$ cat config.mk
export PLATFORM = sky130hd
export DESIGN_NAME = pm_smi_gate
export DESIGN_NICKNAME = d
export VERILOG_FILES = /design/src/rtl/pm_smi_pkg.sv /design/src/rtl/pm_smi_regs.sv /design/src/rtl/pm_smi_edge.sv /design/src/rtl/pm_gstby_timer.sv /design/src/rtl/pm_smi_gate.sv
export SDC_FILE = /design/constraint.sdc
export NUM_CORES = 1
export LEC_CHECK = 0
export BUFFER_PORTS_ARGS = -buffer_cell sky130_fd_sc_hd__buf_2
export CORE_UTILIZATION = 40
export DETAILED_ROUTE_END_ITERATION = 10
export PLACE_DENSITY = 0.77
export SYNTH_ARGS = -nofsm -noshare
export SYNTH_HDL_FRONTEND = slang
export SYNTH_SLANG_ARGS = --single-unit
$ cat constraint.sdc
create_clock -name clk -period 2.9 [get_ports clk]
set_clock_uncertainty 0.05 [all_clocks]
set_input_delay 0.29 -clock clk [delete_from_list [all_inputs] [get_ports clk]]
set_output_delay 0.29 -clock clk [all_outputs]
set_load 0.005 [all_outputs]
$ cat src/rtl/pm_smi_pkg.sv
package pm_smi_pkg;

  parameter int unsigned REG_W   = 8;
  parameter int unsigned ADDR_W  = 8;
  parameter int unsigned STAT_W  = 8;
  parameter int unsigned GSTBY_W = 16;

  localparam logic [ADDR_W-1:0] MISC_ADDR = 8'hC2;
  localparam logic [ADDR_W-1:0] GLOB_ADDR = 8'hC3;

  // Writable bit masks of the two enable registers
  localparam logic [REG_W-1:0] MISC_MASK = 8'h0E;
  localparam logic [REG_W-1:0] GLOB_MASK = 8'hDE;

  // Enable bit positions
  localparam int unsigned M_CB    = 3;
  localparam int unsigned M_BTN   = 2;
  localparam int unsigned M_BAT   = 1;
  localparam int unsigned G_SYS   = 7;
  localparam int unsigned G_SWEXT = 6;
  localparam int unsigned G_TRAP  = 4;
  localparam int unsigned G_LSTBY = 3;
  localparam int unsigned G_GSTBY = 2;
  localparam int unsigned G_SUSP  = 1;
  localparam int unsigned G_SWTRG = 0;

  // Status flag positions
  localparam int unsigned S_SYS   = 0;
  localparam int unsigned S_SW    = 1;
  localparam int unsigned S_EXT   = 2;
  localparam int unsigned S_TRAP  = 3;
  localparam int unsigned S_LSTBY = 4;
  localparam int unsigned S_GSTBY = 5;
  localparam int unsigned S_BTN   = 6;
  localparam int unsigned S_BAT   = 7;

  // Index of each active-low input in the edge detector
  localparam int unsigned E_EXT = 0;
  localparam int unsigned E_BTN = 1;
  localparam int unsigned E_BAT = 2;
  localparam int unsigned N_EDGE = 3;

  // Sticky flag update: a new event wins over a clear
  function automatic logic [STAT_W-1:0] stat_next(
      input logic [STAT_W-1:0] cur,
      input logic [STAT_W-1:0] set,
      input logic [STAT_W-1:0] clr);
    return (cur & ~clr) | set;
  endfunction

  // Next counter value of the global standby timer
  function automatic logic [GSTBY_W-1:0] gstby_next(
      input logic               en,
      input logic               load,
      input logic               act,
      input logic               tick,
      input logic [GSTBY_W-1:0] cnt,
      input logic [GSTBY_W-1:0] init);
    logic [GSTBY_W-1:0] r;
    if (load)                       r = init;
    else if (!en)                   r = '0;
    else if (act)                   r = init;
    else if (tick && (cnt != '0))   r = cnt - 1'b1;
    else                            r = cnt;
    return r;
  endfunction

  // Expiry: the tick that takes the counter from one to zero
  function automatic logic gstby_fire(
      input logic               en,
      input logic               load,
      input logic               act,
      input logic               tick,
      input logic [GSTBY_W-1:0] cnt);
    return en && !load && !act && tick && (cnt == GSTBY_W'(1));
  endfunction

endpackage

$ cat src/rtl/pm_smi_regs.sv
module pm_smi_regs
  import pm_smi_pkg::*;
(
  input  logic              clk,
  input  logic              rst_n,
  input  logic [ADDR_W-1:0] addr_i,
  input  logic [REG_W-1:0]  wdata_i,
  input  logic              we_i,
  output logic [REG_W-1:0]  rdata_o,
  output logic [REG_W-1:0]  misc_o,
  output logic [REG_W-1:0]  glob_o,
  output logic              sw_trig_o,
  output logic              gstby_load_o
);

  logic [REG_W-1:0] misc_q, glob_q;
  logic             wr_misc, wr_glob;

  assign wr_misc = we_i && (addr_i == MISC_ADDR);
  assign wr_glob = we_i && (addr_i == GLOB_ADDR);

  always_ff @(posedge clk or negedge rst_n) begin
    if (!rst_n) begin
      misc_q <= '0;
      glob_q <= '0;
    end else begin
      if (wr_misc) misc_q <= wdata_i & MISC_MASK;
      if (wr_glob) glob_q <= wdata_i & GLOB_MASK;
    end
  end

  always_comb begin
    if (addr_i == MISC_ADDR)      rdata_o = misc_q;
    else if (addr_i == GLOB_ADDR) rdata_o = glob_q;
    else                          rdata_o = '0;
  end

  assign sw_trig_o    = wr_glob && wdata_i[G_SWTRG] && wdata_i[G_SWEXT];
  assign gstby_load_o = wr_glob && wdata_i[G_GSTBY] && !glob_q[G_GSTBY];
  assign misc_o       = misc_q;
  assign glob_o       = glob_q;

endmodule

$ cat src/rtl/pm_smi_edge.sv
module pm_smi_edge
  import pm_smi_pkg::*;
#(
  parameter int unsigned N = N_EDGE
) (
  input  logic         clk,
  input  logic         rst_n,
  input  logic [N-1:0] in_n_i,
  output logic [N-1:0] fall_o
);

  for (genvar i = 0; i < N; i++) begin : g_edge
    logic prev_q;
    always_ff @(posedge clk or negedge rst_n) begin
      if (!rst_n) prev_q <= 1'b1;
      else        prev_q <= in_n_i[i];
    end
    assign fall_o[i] = prev_q && !in_n_i[i];
  end

endmodule

$ cat src/rtl/pm_gstby_timer.sv
module pm_gstby_timer
  import pm_smi_pkg::*;
(
  input  logic               clk,
  input  logic               rst_n,
  input  logic               en_i,
  input  logic               load_i,
  input  logic               act_i,
  input  logic               tick_i,
  input  logic [GSTBY_W-1:0] init_i,
  output logic [GSTBY_W-1:0] cnt_o,
  output logic               expire_o
);

  logic [GSTBY_W-1:0] cnt_q;

  always_ff @(posedge clk or negedge rst_n) begin
    if (!rst_n) cnt_q <= '0;
    else        cnt_q <= gstby_next(en_i, load_i, act_i, tick_i, cnt_q, init_i);
  end

  assign expire_o = gstby_fire(en_i, load_i, act_i, tick_i, cnt_q);
  assign cnt_o    = cnt_q;

endmodule

$ cat src/rtl/pm_smi_gate.sv
module pm_smi_gate
  import pm_smi_pkg::*;
(
  input  logic               clk,
  input  logic               rst_n,
  input  logic [ADDR_W-1:0]  bus_addr_i,
  input  logic [REG_W-1:0]   bus_wdata_i,
  input  logic               bus_we_i,
  output logic [REG_W-1:0]   bus_rdata_o,
  input  logic               sys_evt_i,
  input  logic               ext_smi_n_i,
  input  logic               ext_en_i,
  input  logic               trap_i,
  input  logic               lstby_i,
  input  logic               button_n_i,
  input  logic               batlow_n_i,
  input  logic               activity_i,
  input  logic               tick_i,
  input  logic [GSTBY_W-1:0] gstby_init_i,
  input  logic               apmc_wr_i,
  input  logic               apmc_smi_en_i,
  input  logic [STAT_W-1:0]  stat_clr_i,
  output logic [STAT_W-1:0]  stat_o,
  output logic               smi_n_o,
  output logic               pirq_o
);

  logic [REG_W-1:0]   misc_q, glob_q;
  logic               sw_trig, gstby_load, gstby_expire;
  logic [GSTBY_W-1:0] gstby_cnt;
  logic [N_EDGE-1:0]  fall;
  logic [STAT_W-1:0]  hit;
  logic [STAT_W-1:0]  stat_q;
  logic               cb_hit, pirq_q;

  pm_smi_regs u_regs (
    .clk          (clk),
    .rst_n        (rst_n),
    .addr_i       (bus_addr_i),
    .wdata_i      (bus_wdata_i),
    .we_i         (bus_we_i),
    .rdata_o      (bus_rdata_o),
    .misc_o       (misc_q),
    .glob_o       (glob_q),
    .sw_trig_o    (sw_trig),
    .gstby_load_o (gstby_load)
  );

  pm_smi_edge #(.N(N_EDGE)) u_edge (
    .clk    (clk),
    .rst_n  (rst_n),
    .in_n_i ({batlow_n_i, button_n_i, ext_smi_n_i}),
    .fall_o (fall)
  );

  pm_gstby_timer u_gstby (
    .clk      (clk),
    .rst_n    (rst_n),
    .en_i     (glob_q[G_GSTBY]),
    .load_i   (gstby_load),
    .act_i    (activity_i),
    .tick_i   (tick_i),
    .init_i   (gstby_init_i),
    .cnt_o    (gstby_cnt),
    .expire_o (gstby_expire)
  );

  // Gated event per status position
  always_comb begin
    hit          = '0;
    hit[S_SYS]   = sys_evt_i && glob_q[G_SYS];
    hit[S_SW]    = sw_trig;
    hit[S_EXT]   = fall[E_EXT] && ext_en_i && glob_q[G_SWEXT];
    hit[S_TRAP]  = trap_i && glob_q[G_TRAP];
    hit[S_LSTBY] = lstby_i && glob_q[G_LSTBY];
    hit[S_GSTBY] = gstby_expire;
    hit[S_BTN]   = fall[E_BTN] && misc_q[M_BTN] && glob_q[G_SUSP];
    hit[S_BAT]   = fall[E_BAT] && misc_q[M_BAT] && glob_q[G_SUSP];
  end

  assign cb_hit = apmc_wr_i && apmc_smi_en_i && misc_q[M_CB];

  always_ff @(posedge clk or negedge rst_n) begin
    if (!rst_n) begin
      stat_q <= '0;
      pirq_q <= 1'b0;
    end else begin
      stat_q <= stat_next(stat_q, hit, stat_clr_i);
      pirq_q <= cb_hit;
    end
  end

  assign stat_o  = stat_q;
  assign smi_n_o = ~|stat_q;
  assign pirq_o  = pirq_q;

endmodule

### After elaboration in Yosys (flattened, before gate mapping)

Cells that the tools add are included.

| storage, ports and cells | value |
|---|---|
| register bits | 37 |
| bits of input ports | 54 |
| output and inout bits | 18 |
| logic and storage cells | 56 |

| cells by class | value |
|---|---|
| add/sub/neg operators | 1 |
| equal/unequal tests | 4 |
| multiplexer cells | 6 |
| bitwise gates (word level) | 3 |
| reduce and logical (&&, ||, !) cells | 34 |

Operators by type and width:

| cell | number |
|---|---|
| 16-bit 2-to-1 mux | 4 |
| 1-bit logical AND | 25 |
| 16-bit by 1-bit == test with 1-bit output (second input constant) | 1 |
| 8-bit == test (second input constant) | 2 |
| 8-bit 2-to-1 mux | 2 |
| 16-bit nonzero test | 1 |
| 16-bit by 1-bit subtractor with 16-bit output (second input constant) | 1 |
| 8-bit bitwise AND | 1 |
| 8-bit inverter | 1 |
| 8-bit bitwise OR | 1 |
| 8-bit OR reduction | 1 |
| 1-bit zero test | 7 |
| 4-bit by 2-bit inequality test with 1-bit output (second input constant) | 1 |

### Longest topological paths before layout

Gate-level depths: netlist of run 1.

| depth | value |
|---|---|
| depth after elaboration | 10 |
| mapped depth | 7 |

### By module

A second synthesis of run 1 with hierarchy kept.

| unflattened totals | value |
|---|---|
| cells, all modules | 228 |
| area, all modules | 2277.2 um^2 |

By module, submodules not included:

| module | instances | cells an instance | area an instance (um^2) | sequential area each (um^2) |
|---|---|---|---|---|
| pm_gstby_timer | 1 | 140 | 1253.7 | 400.4 |
| pm_smi_regs | 1 | 47 | 550.5 | 225.2 |
| pm_smi_gate | 1 | 35 | 352.8 | 225.2 |
| pm_smi_edge | 1 | 6 | 120.1 | 78.8 |

### Least setup slack after synthesis of run 1

Ideal clock, no wire load.

| timing | value |
|---|---|
| kind | flip-flop to flip-flop |
| from | reg u_gstby.cnt_q[0], in the netlist u_gstby.cnt_o[0] |
| to | reg u_gstby.cnt_q[5], in the netlist u_gstby.cnt_o[5] |
| setup time | 0.126 ns |
| data arrival time | 1.979 ns |
| required time | 2.724 ns |
| setup slack | 0.745 ns |
| stages on the path, launching flop included | 8 |
| buffers on the path | 0 |
| period minus slack after synthesis | 2.155 ns |
| cell sequence | dfrtp_1 inv_1 ha_1 or4b_2 nor4_4 nor2_2 a22o_1 a221o_1 |

| between the ends | value |
|---|---|
| cells in the longest elaborated chain, start to end | 5 |
| elaborated cells between the ends (all ways) | 8 |

RTL lines:

| item | RTL line | text |
|---|---|---|
| from (decl) | pm_gstby_timer.sv:15 | `logic [GSTBY_W-1:0] cnt_q;` |
| from (signal assigned) | pm_gstby_timer.sv:19 | `else cnt_q <= gstby_next(en_i, load_i, act_i, tick_i, cnt_q, init_i);` |
| 16-bit by 1-bit subtractor with 16-bit output | pm_smi_pkg.sv:63 | `else if (tick && (cnt != '0)) r = cnt - 1'b1;` |
| 16-bit 2-to-1 mux | pm_smi_pkg.sv:63 |  |
| 16-bit 2-to-1 mux | pm_smi_pkg.sv:62 | `else if (act) r = init;` |
| 16-bit 2-to-1 mux | pm_smi_pkg.sv:61 | `else if (!en) r = '0;` |
| 16-bit 2-to-1 mux | pm_smi_pkg.sv:60 | `if (load) r = init;` |

Parallel ways exist; a longest one is shown, timed or not. The select of a mux whose other input is x is not followed.
A chain may end at the register's enable or synchronous reset.

### Worst setup path after layout of run 1

| timing | value |
|---|---|
| from | reg u_gstby.cnt_q[0], in the netlist u_gstby.cnt_o[0] |
| to | reg u_gstby.cnt_q[13], in the netlist u_gstby.cnt_o[13] |

The elaborated chain is that of the path after synthesis.

==> results.ini, run 1 <==
[detailed_routing]
ant_nets = 0
wl_per_cell_um = 15.0
drt-total-wl_mm = 5.40
vias_per_cell = 5.51
vias = 1983
drc = 0
drt-pass1-iter-count = 4
drtIter0Drc = 126

[global_routing]
antenna_found_initial = 0
grt_pass1_wl_mm = 8.64
grt_pass1_vias = 1835
overflow = 0
grt_max_degree = 38
grt_usage_pct = 20.7

[synthesis]
ys_seq_area_share_pct = 44.0
synth-edff-count = 0
syn_inst = 220
synth_area_sq_um = 2110
yosys_most_used_dff = dfrtp_1
synth_cell_type_count = 55
synthArstFlopShare_pct = 100
synth.avg_cell_area_sq_um = 9.60
yosysWarningCount = 0
synth_seq_cells = 37

[layout]
syn_to_final_growth_pct = 23.3
layout.nets = 345
final_common_cell = buf_2
drive_gt1_share_pct = 35.5
num_antenna_cells = 0
finalNonFillerCells = 360
layout.cells.most_common_list = 68 x buf_2, 34 x dfrtp_1, 23 x nor2_1, 20 x nand2_1, 12 x inv_1

[critical_path]
crit_cells = 7
timing.critical_path.slowest_cell_delay_ns = 0.65
cp-startpoint = u_gstby.cnt_o[0]$_DFFE_PN0P_
worstReg2RegEnd = u_gstby.cnt_o[13]$_DFFE_PN0P_
crit_path_end = u_gstby.cnt_o[13]$_DFFE_PN0P_
path_buf_inv = 1
worstSetupStartpointType = register
critPathMaxFanout = 6
r2r-start = u_gstby.cnt_o[0]$_DFFE_PN0P_
rrSetupSlack_ns = 0.51
worstPathArrival_ns = 2.50
worst_path_max_delay_cell = or4b_2
crit_family = simple AND/OR/NAND/NOR gates
worstSetupEndpointType = register
reg2regPathDepth = 7
critPathKind = reg -> reg
crit_required_ns = 3.01
critical_path.cell_chain = inv_1, ha_1, or4b_2, nor4_4, nor2_2, nor2_1, o21ai_0

[clock_network]
clock_latency_ns = 0.29
tritoncts = yes
cts.sinks = 37
htreeDepth = 2
holdBufCountCts = 0
root_buffer = clkbuf_8
ctsResizeCount = 0
cts_buffers = 5
cts_buffer_depth = 2
clk_pin_slew_ns = 0.08
post_cts_buffers = 0

[timing]
tns_ns = 0
finalCriticalPeriod_ns = 2.39
tightest_slew_ns = 0.843
max-slew-margin-rel_pct = 43.8
max_freq_mhz = 419
drv_slew = 0
period_share_pct = 82.4
rsz0062_at_grt = no
hold_viol = 0
setup_violations = 0

[power]
p_per_area_nw_per_um2 = 454
p_leak_nw = 1.32
peakVddDrop_mv = 0.192

[die]
die_area_sq_um = 5570
start_util_pct = 41.4
rows = 26
core-area_sq_um = 5110
dieHeight_um = 74.7
io_pins = 72
die_w_um = 74.7

[outcome]
status = complete, no violations

[placement]
dpl.cell_count = 352
gp_congestion = 0.861
place_hpwl_mm = 3.98
portBuffers = 68

[hold_path]
min-delay-path-class = in -> async

[run]
max_cap_violations = 0

==> power by group <==
| group | switching [mW] | internal, mW |
|---|---|---|
| Combinational | 0.137 | 0.120 |
| Sequential | 0.0221 | 0.536 |
| Clock | 0.197 | 0.169 |
==> area by class of cell <==
class,count,area (sq um)
Multi-Input combinational cell,163,1100
Clock inverter,2,15.0
Timing Repair Buffer,70,355
Inverter,12,45.0
Sequential cell,37,930
Fill cell,492,2500
Tap cell,70,87.6
Clock buffer,6,72.6
==> layer usage <==
metal / vias up / global-route usage [%] / part of all wire, %
met5: - / 0 / 0
li1: 953 / - / -
met4: 0 / 7.55 / 1.7
met1: 959 / 26.1 / 43
met2: 62 / 34.8 / 51
met3: 9 / 4.42 / 4.2
==> cell families (layout without fill, tap and decap cells) <==
kind of cell | count (synthesis) | after routing | synth area share [%]
DFF | 37 | 37 | 44.0
other | 1 | 2 | 0.178
adders and majority gates | 2 | 2 | 1.18
AOI/OAI and AO/OA | 57 | 57 | 19.0
muxes | 12 | 12 | 6.22
xor gates and xnor gates | 1 | 1 | 0.415
and+or+nand+nor | 89 | 89 | 24.8
buffers and inverters | 21 | 90 | 4.15
==> registers in the layout (all words and copies together) (netlist names) <==
register	flops
u_regs.glob_o	6
pirq_o	1
u_regs.misc_o	3
stat_o	8
u_edge.g_edge.prev_q	3
u_gstby.cnt_o	16
==> synth_stat cells, types with 3 or more instances <==
cell type  count  area [sq um]
a21oi_1        9          45.0
a22oi_1        4          30.0
a2bb2oi_1      3          26.3
a31oi_1        3          18.8
a41o_1         3          30.0
and3_1         4          25.0
clkbuf_1       6          22.5
dfrtp_1       34           851
dfstp_2        3          78.8
inv_1         12          45.0
mux2_2         9           101
mux2i_1        3          30.0
nand2_1       20          75.1
nand3_1        5          25.0
nand4_1        4          25.0
nand4b_1       3          26.3
nor2_1        23          86.3
nor4_1         3          18.8
o211ai_1       3          22.5
o21ai_0       11          55.1
o21ai_1        3          15.0
or4_1          3          22.5
==> stage by stage <==
stage                     hold slack (ns)  util (%)  power (mW)  setup slack, ns  instance area (sq um)
after CTS                          0.0421      51.0        1.19            0.523                   2600
after detailed placement            0.356      49.3       0.823            0.530                   2520
after floorplan                   -0.0556         -       0.731            0.745                   2120
after global placement              0.354      49.3       0.817            0.598                   2520
after global routing               0.0362      51.0        1.24            0.353                   2600
final                              0.0486      51.0        1.18            0.512                   2600
==> worst register-to-register path, stage by stage, from the launching register on <==
cell     delay (ns)
dfrtp_1        0.41
inv_1          0.11
ha_1           0.21
or4b_2         0.65
nor4_4         0.20
nor2_2         0.12
nor2_1         0.34
o21ai_0        0.16
==> worst min-delay path by stage <==
| stage | startpoint | endpoint | slack [ns] | cells after the start |
|---|---|---|---|---|
| global placement | ext_smi_n_i | u_edge.g_edge[0].prev_q$_DFF_PN1_ | 0.35 | 1 |
| detailed placement | ext_smi_n_i | u_edge.g_edge[0].prev_q$_DFF_PN1_ | 0.36 | 1 |
| CTS | button_n_i | u_edge.g_edge[1].prev_q$_DFF_PN1_ | 0.04 | 1 |
| global route | ext_smi_n_i | u_edge.g_edge[0].prev_q$_DFF_PN1_ | 0.04 | 1 |
| finish | rst_n | u_gstby.cnt_o[4]$_DFFE_PN0P_ | 0.05 | 1 |
| floorplan | rst_n | pirq_o$_DFF_PN0_ | -0.06 | 0 |
Note: power is estimated with default switching activity, not from simulation.
==> run 2, diff against run 1 <==
PLACE_DENSITY = 0.8   (was 0.77)
clock period = 2.06 ns   (was 2.9 ns; I/O delays follow)
==> run 2 against run 1 <==
Compared with the run above:
- routed wire length is 11% higher
- largest power group unchanged
- maximum frequency is 18% higher
- largest cell class unchanged
- clock power is 40% higher
- setup slack worse by 0.48 ns
- via count is 7.2% higher
- clock-buffer cell count stayed put
==> results.ini, run 2 (same netlist as run 1, synthesis figures left out) <==
[outcome]
status = complete, no violations

[detailed_routing]
wl_per_cell_um = 15.0  ; +0.20%
drtIter0Drc = 143  ; +13%
drt-pass1-iter-count = 4  ; unchanged
drc = 0  ; unchanged
vias_per_cell = 5.34  ; -3.1%
ant_nets = 0  ; unchanged
drt-total-wl_mm = 5.98  ; +11%
vias = 2125  ; +7.2%

[global_routing]
overflow = 0  ; unchanged
grt_pass1_vias = 2032  ; +11%
grt_usage_pct = 23.0  ; +2.4 points
antenna_found_initial = 0  ; unchanged
grt_max_degree = 38  ; unchanged
grt_pass1_wl_mm = 9.52  ; +10%

[timing]
hold_viol = 0  ; unchanged
setup_violations = 0  ; unchanged
tns_ns = 0  ; unchanged
max-slew-margin-rel_pct = 44.5  ; +0.69 points
rsz0062_at_grt = yes
period_share_pct = 98.4  ; +16 points
finalCriticalPeriod_ns = 2.03  ; -0.362 ns
drv_slew = 0  ; unchanged
hold_slack_ns = 0.0230  ; -0.0256 ns
max_freq_mhz = 494  ; +18%
tightest_slew_ns = 0.833  ; -0.0104 ns

[clock_network]
htreeDepth = 2  ; unchanged
cts.sinks = 37  ; unchanged
cts_buffer_depth = 2  ; unchanged
root_buffer = clkbuf_8
clk_pin_slew_ns = 0.08  ; about the same
clock_latency_ns = 0.30  ; about the same
tritoncts = yes
cts_buffers = 5  ; unchanged

[critical_path]
worstSetupEndpointType = register
crit_required_ns = 2.20  ; -0.81 ns
worstPathArrival_ns = 2.16  ; -0.34 ns
worstSetupStartpointType = register
critPathKind = reg -> reg
critPathMaxFanout = 4  ; -2
reg2regPathDepth = 5  ; -2
r2r-start = u_gstby.cnt_o[14]$_DFFE_PN0P_
rrSetupSlack_ns = 0.03  ; -0.48 ns
worstReg2RegEnd = u_gstby.cnt_o[6]$_DFFE_PN0P_

[layout]
final_common_cell = buf_2
num_antenna_cells = 0  ; unchanged
finalNonFillerCells = 398  ; +11%
largest_register_ffs = 16  ; unchanged
layout.cells.most_common_list = 68 x buf_2, 35 x buf_4, 32 x dfrtp_1, 23 x nor2_1, 20 x nand2_1
layout.nets = 383  ; +11%
syn_to_final_growth_pct = 40.2
drive_gt1_share_pct = 44.2  ; +8.7 points

[die]
die_w_um = 74.7  ; unchanged
io_pins = 72  ; unchanged
rows = 26  ; unchanged
dieHeight_um = 74.7  ; unchanged
start_util_pct = 41.4  ; unchanged
die_area_sq_um = 5570  ; unchanged
core-area_sq_um = 5110  ; unchanged

[hold_path]
holdPathStages = 2
whs_endpoint = stat_o[5]$_DFF_PN0_
min-delay-path-class = in -> reg
hold_start = stat_clr_i[5]

[placement]
place_hpwl_mm = 4.42  ; +11%
gp_congestion = 0.983  ; +14%
portBuffers = 68  ; unchanged
dpl.cell_count = 381  ; +8.2%

[run]
max_cap_violations = 0  ; unchanged

[power]
p_per_area_nw_per_um2 = 603  ; +33%
p_leak_nw = 1.52  ; +15%
peakVddDrop_mv = 0.254  ; +32%

run 2: per-stage QoR:
| step | power (mW) | util (%) | setup slack, ns | cell area (sq um) |
|---|---|---|---|---|
| floorplan | 1.03 | - | 0.0134 | 2130 |
| global placement | 1.21 | 53.8 | -0.0192 | 2750 |
| detailed placement | 1.23 | 53.8 | -0.0397 | 2750 |
| CTS | 1.77 | 57.1 | 0.000662 | 2910 |
| global route | 1.87 | 58.0 | -0.0278 | 2960 |
| finish | 1.79 | 58.0 | 0.0340 | 2960 |
run 2: routing by layer:
layer / track usage, % / vias up / part of all wire (%)
li1: - / 1033 / -
met1: 29.2 / 1006 / 41
met2: 39.2 / 70 / 51
met3: 2.95 / 16 / 5.1
met4: 10.7 / 0 / 2.7
met5: 0 / - / 0
run 2: power breakdown:
part           switching, mW  internal (mW)  leakage [nW]  total, mW
clock                  0.277          0.238        0.0374      0.515
sequential            0.0208          0.756         0.499      0.776
combinational          0.237          0.256         0.982      0.494
run 2: timing repair:
item | in CTS | in global routing
pin swaps | 1 | 6
hold buffers | 4 | 0
hold endpoints to repair | 37 | 0
gates resized for setup | 5 | 7
setup buffers | 2 | 3
endpoints found under the setup margin | 7 | 9
run 2: final cells by class:
cell class	count	area, sq um
clock buffers	6	72.6
clock inverters	2	15.0
fillers	454	2150
inverters	12	45.0
multi-input cells	163	1150
flip-flops and latches	37	932
well taps	70	87.6
repair buffers	108	654
run 2: worst max path at each step:
stage	start	end
2_1_floorplan	u_gstby.cnt_o[1]$_DFFE_PN0P_	u_gstby.cnt_o[5]$_DFFE_PN0P_
3_3_place_gp	u_gstby.cnt_o[14]$_DFFE_PN0P_	u_gstby.cnt_o[6]$_DFFE_PN0P_
3_5_place_dp	u_gstby.cnt_o[1]$_DFFE_PN0P_	u_gstby.cnt_o[6]$_DFFE_PN0P_
4_1_cts	u_gstby.cnt_o[4]$_DFFE_PN0P_	u_gstby.cnt_o[5]$_DFFE_PN0P_
5_1_grt	u_gstby.cnt_o[14]$_DFFE_PN0P_	u_gstby.cnt_o[6]$_DFFE_PN0P_
6_report	u_gstby.cnt_o[14]$_DFFE_PN0P_	u_gstby.cnt_o[6]$_DFFE_PN0P_
run 2: critical path, cell delays in order (launching register included):
cell and delay, ns:
dfrtp_1 0.38, or4_4 0.57, or3_4 0.39, o21ai_4 0.18
o21ai_1 0.08, a221o_1 0.28
==> run 3, diff against run 2 <==
RECOVER_POWER = 50   (was not set)
==> run 3 against run 2 <==
Compared with the run above:
- maximum frequency is 0.12% higher
- worst hold slack hardly changed
- via count is 0.33% lower
- utilization is 0.098 points lower
- combinational power hardly changed
- first-iteration DRC count is 23% lower
- global-route usage stayed put
- sequential cell count stayed put
- highest routed layer unchanged
==> results.ini, run 3 (same netlist as run 1, synthesis figures left out) <==
[clock_network]
htreeDepth = 2  ; unchanged
tritoncts = yes
cts.sinks = 37  ; unchanged
cts_buffer_depth = 2  ; unchanged
cts_buffers = 5  ; unchanged
clock_latency_ns = 0.30  ; about the same
clk_pin_slew_ns = 0.08  ; about the same
root_buffer = clkbuf_8

[critical_path]
critPathMaxFanout = 4  ; unchanged
worstPathArrival_ns = 2.16  ; about the same
critical_path.cell_chain = or4_4, nor4_4, nor2_2, a22o_1, a221o_1
critPathKind = reg -> reg
worstSetupStartpointType = register
crit_required_ns = 2.20  ; about the same
timing.critical_path.slowest_cell_delay_ns = 0.58  ; about the same
worst_path_max_delay_cell = or4_4
worstSetupEndpointType = register

[layout]
final_common_cell = buf_2
largest_register_ffs = 16  ; unchanged
layout.cells.most_common_list = 62 x buf_2, 35 x buf_4, 32 x dfrtp_1, 23 x nor2_1, 20 x nand2_1
syn_to_final_growth_pct = 39.9
layout.nets = 383  ; unchanged
drive_gt1_share_pct = 43.0  ; -1.2 points
fillers = 455  ; +0.22%
num_antenna_cells = 0  ; unchanged

[detailed_routing]
drc = 0  ; unchanged
met3_length_um = 313  ; +3.0%
vias = 2118  ; -0.33%
drt-pass1-iter-count = 4  ; unchanged
drtIter0Drc = 110  ; -23%
route.met2.wl_mm = 3.03  ; -0.30%
drt-met1-wl_mm = 2.48  ; +0.12%
wl_per_cell_um = 15.1  ; +0.20%
ant_nets = 0  ; unchanged
top_layer_used = met4
vias_per_cell = 5.32  ; -0.33%
drt-total-wl_mm = 5.99  ; +0.20%

[global_routing]
overflow = 0  ; unchanged
grt_pass1_vias = 2032  ; unchanged
grt_usage_pct = 23.0  ; unchanged
grt_pass1_wl_mm = 9.52  ; unchanged
antenna_found_initial = 0  ; unchanged
grt_max_degree = 38  ; unchanged

[placement]
gp_congestion = 0.983  ; unchanged
place_hpwl_mm = 4.42  ; unchanged
portBuffers = 68  ; unchanged
dp_slack_ns = -0.0397  ; unchanged

[power]
clkPwrFrac_pct = 29.0  ; about the same
p_sw_share_pct = 30.1  ; +0.073 points
internal_power_mw = 1.25  ; about the same
power_frac_comb_pct = 27.6  ; about the same
p_per_area_nw_per_um2 = 605  ; +0.23%
p_total_mw = 1.79  ; about the same
p_leak_nw = 1.50  ; -0.99%
switchingPower_mw = 0.537  ; +0.30%
p_seq_share_pct = 43.5  ; about the same
peakVddDrop_mv = 0.254  ; about the same

[die]
core-area_sq_um = 5110  ; unchanged
rows = 26  ; unchanged
die_w_um = 74.7  ; unchanged
dieHeight_um = 74.7  ; unchanged
die_area_sq_um = 5570  ; unchanged
start_util_pct = 41.4  ; unchanged
io_pins = 72  ; unchanged

[timing]
max_freq_mhz = 494  ; +0.12%
finalCriticalPeriod_ns = 2.02  ; -0.00239 ns
tightest_slew_ns = 0.917  ; +0.0845 ns
setup_violations = 0  ; unchanged
period_share_pct = 98.2  ; -0.12 points
hold_viol = 0  ; unchanged
drv_slew = 0  ; unchanged
setup_slack_ns = 0.0364  ; +0.00239 ns
max-slew-margin-rel_pct = 38.9  ; -5.6 points
rsz0062_at_grt = yes

[hold_path]
min-delay-path-class = in -> reg

[run]
max_cap_violations = 0  ; unchanged

[outcome]
status = complete, no violations

[run 3: critical path: cells and delay by family (launching register included)]
| kind | cells | cell delay (ns) |
|---|---|---|
| flip-flops | 1 | 0.42 |
| AND/OR/NAND/NOR | 3 | 0.97 |
| AO/OA/AOI/OAI | 2 | 0.47 |
[run 3: power by group through the flow]
stage	clock network [mW]	registers (mW)	logic [mW]
floorplan	0	0.788	0.247
global placement	0	0.790	0.425
detailed placement	0	0.791	0.437
CTS	0.526	0.777	0.464
global route	0.557	0.781	0.535
finish	0.517	0.776	0.493
[run 3: area by class of cell]
class / count / area (sq um) / area share [%]
clock inverters: 2 / 15.0 / 0.508
flip-flops and latches: 37 / 932 / 31.5
well taps: 70 / 87.6 / 2.96
inverters: 12 / 45.0 / 1.52
clock buffers: 6 / 72.6 / 2.46
repair buffers: 108 / 649 / 22.0
multi-input cells: 163 / 1150 / 39.0
[run 3: worst paths after layout]
path,startpoint,endpoint,slack [ns],cells past startpoint
max in group asynchronous,rst_n,u_gstby.cnt_o[5]$_DFFE_PN0P_,0.83,2
worst max register to register,u_gstby.cnt_o[5]$_DFFE_PN0P_,u_gstby.cnt_o[5]$_DFFE_PN0P_,0.04,5
worst max-delay path,u_gstby.cnt_o[5]$_DFFE_PN0P_,u_gstby.cnt_o[5]$_DFFE_PN0P_,0.04,5
worst min-delay path,stat_clr_i[5],stat_o[5]$_DFF_PN0_,0.02,2
min in group asynchronous,rst_n,u_gstby.cnt_o[4]$_DFFE_PN0P_,0.51,2
worst min register to register,u_regs.glob_o[7]$_DFFE_PN0N_,stat_o[0]$_DFF_PN0_,0.47,2
[run 3: per-stage QoR]
stage	utilization (%)	instance area [sq um]	TNS [ns]	hold slack, ns	std cells
2_1_floorplan	-	2130	0	-0.140	221
3_3_place_gp	53.8	2750	-0.0207	0.270	381
3_5_place_dp	53.8	2750	-0.124	0.273	381
4_1_cts	57.1	2910	0	0.0175	395
5_1_grt	57.9	2960	-0.0453	0.0298	398
6_report	57.9	2960	0	0.0235	398
[run 3: metal layers]
layer	global-route usage, %	up-vias
li1	-	1032
met4	10.7	0
met5	0	-
met1	29.2	1000
met3	2.95	18
met2	39.2	68
[run 3: timing repair]
item                                    in CTS  in global routing
pin swaps                                    1                  6
buffers inserted                             2                  3
resized for setup                            5                  7
hold buffers                                 4                  0
endpoints found under the hold margin       37                  0
endpoints found under the setup margin       7                  9
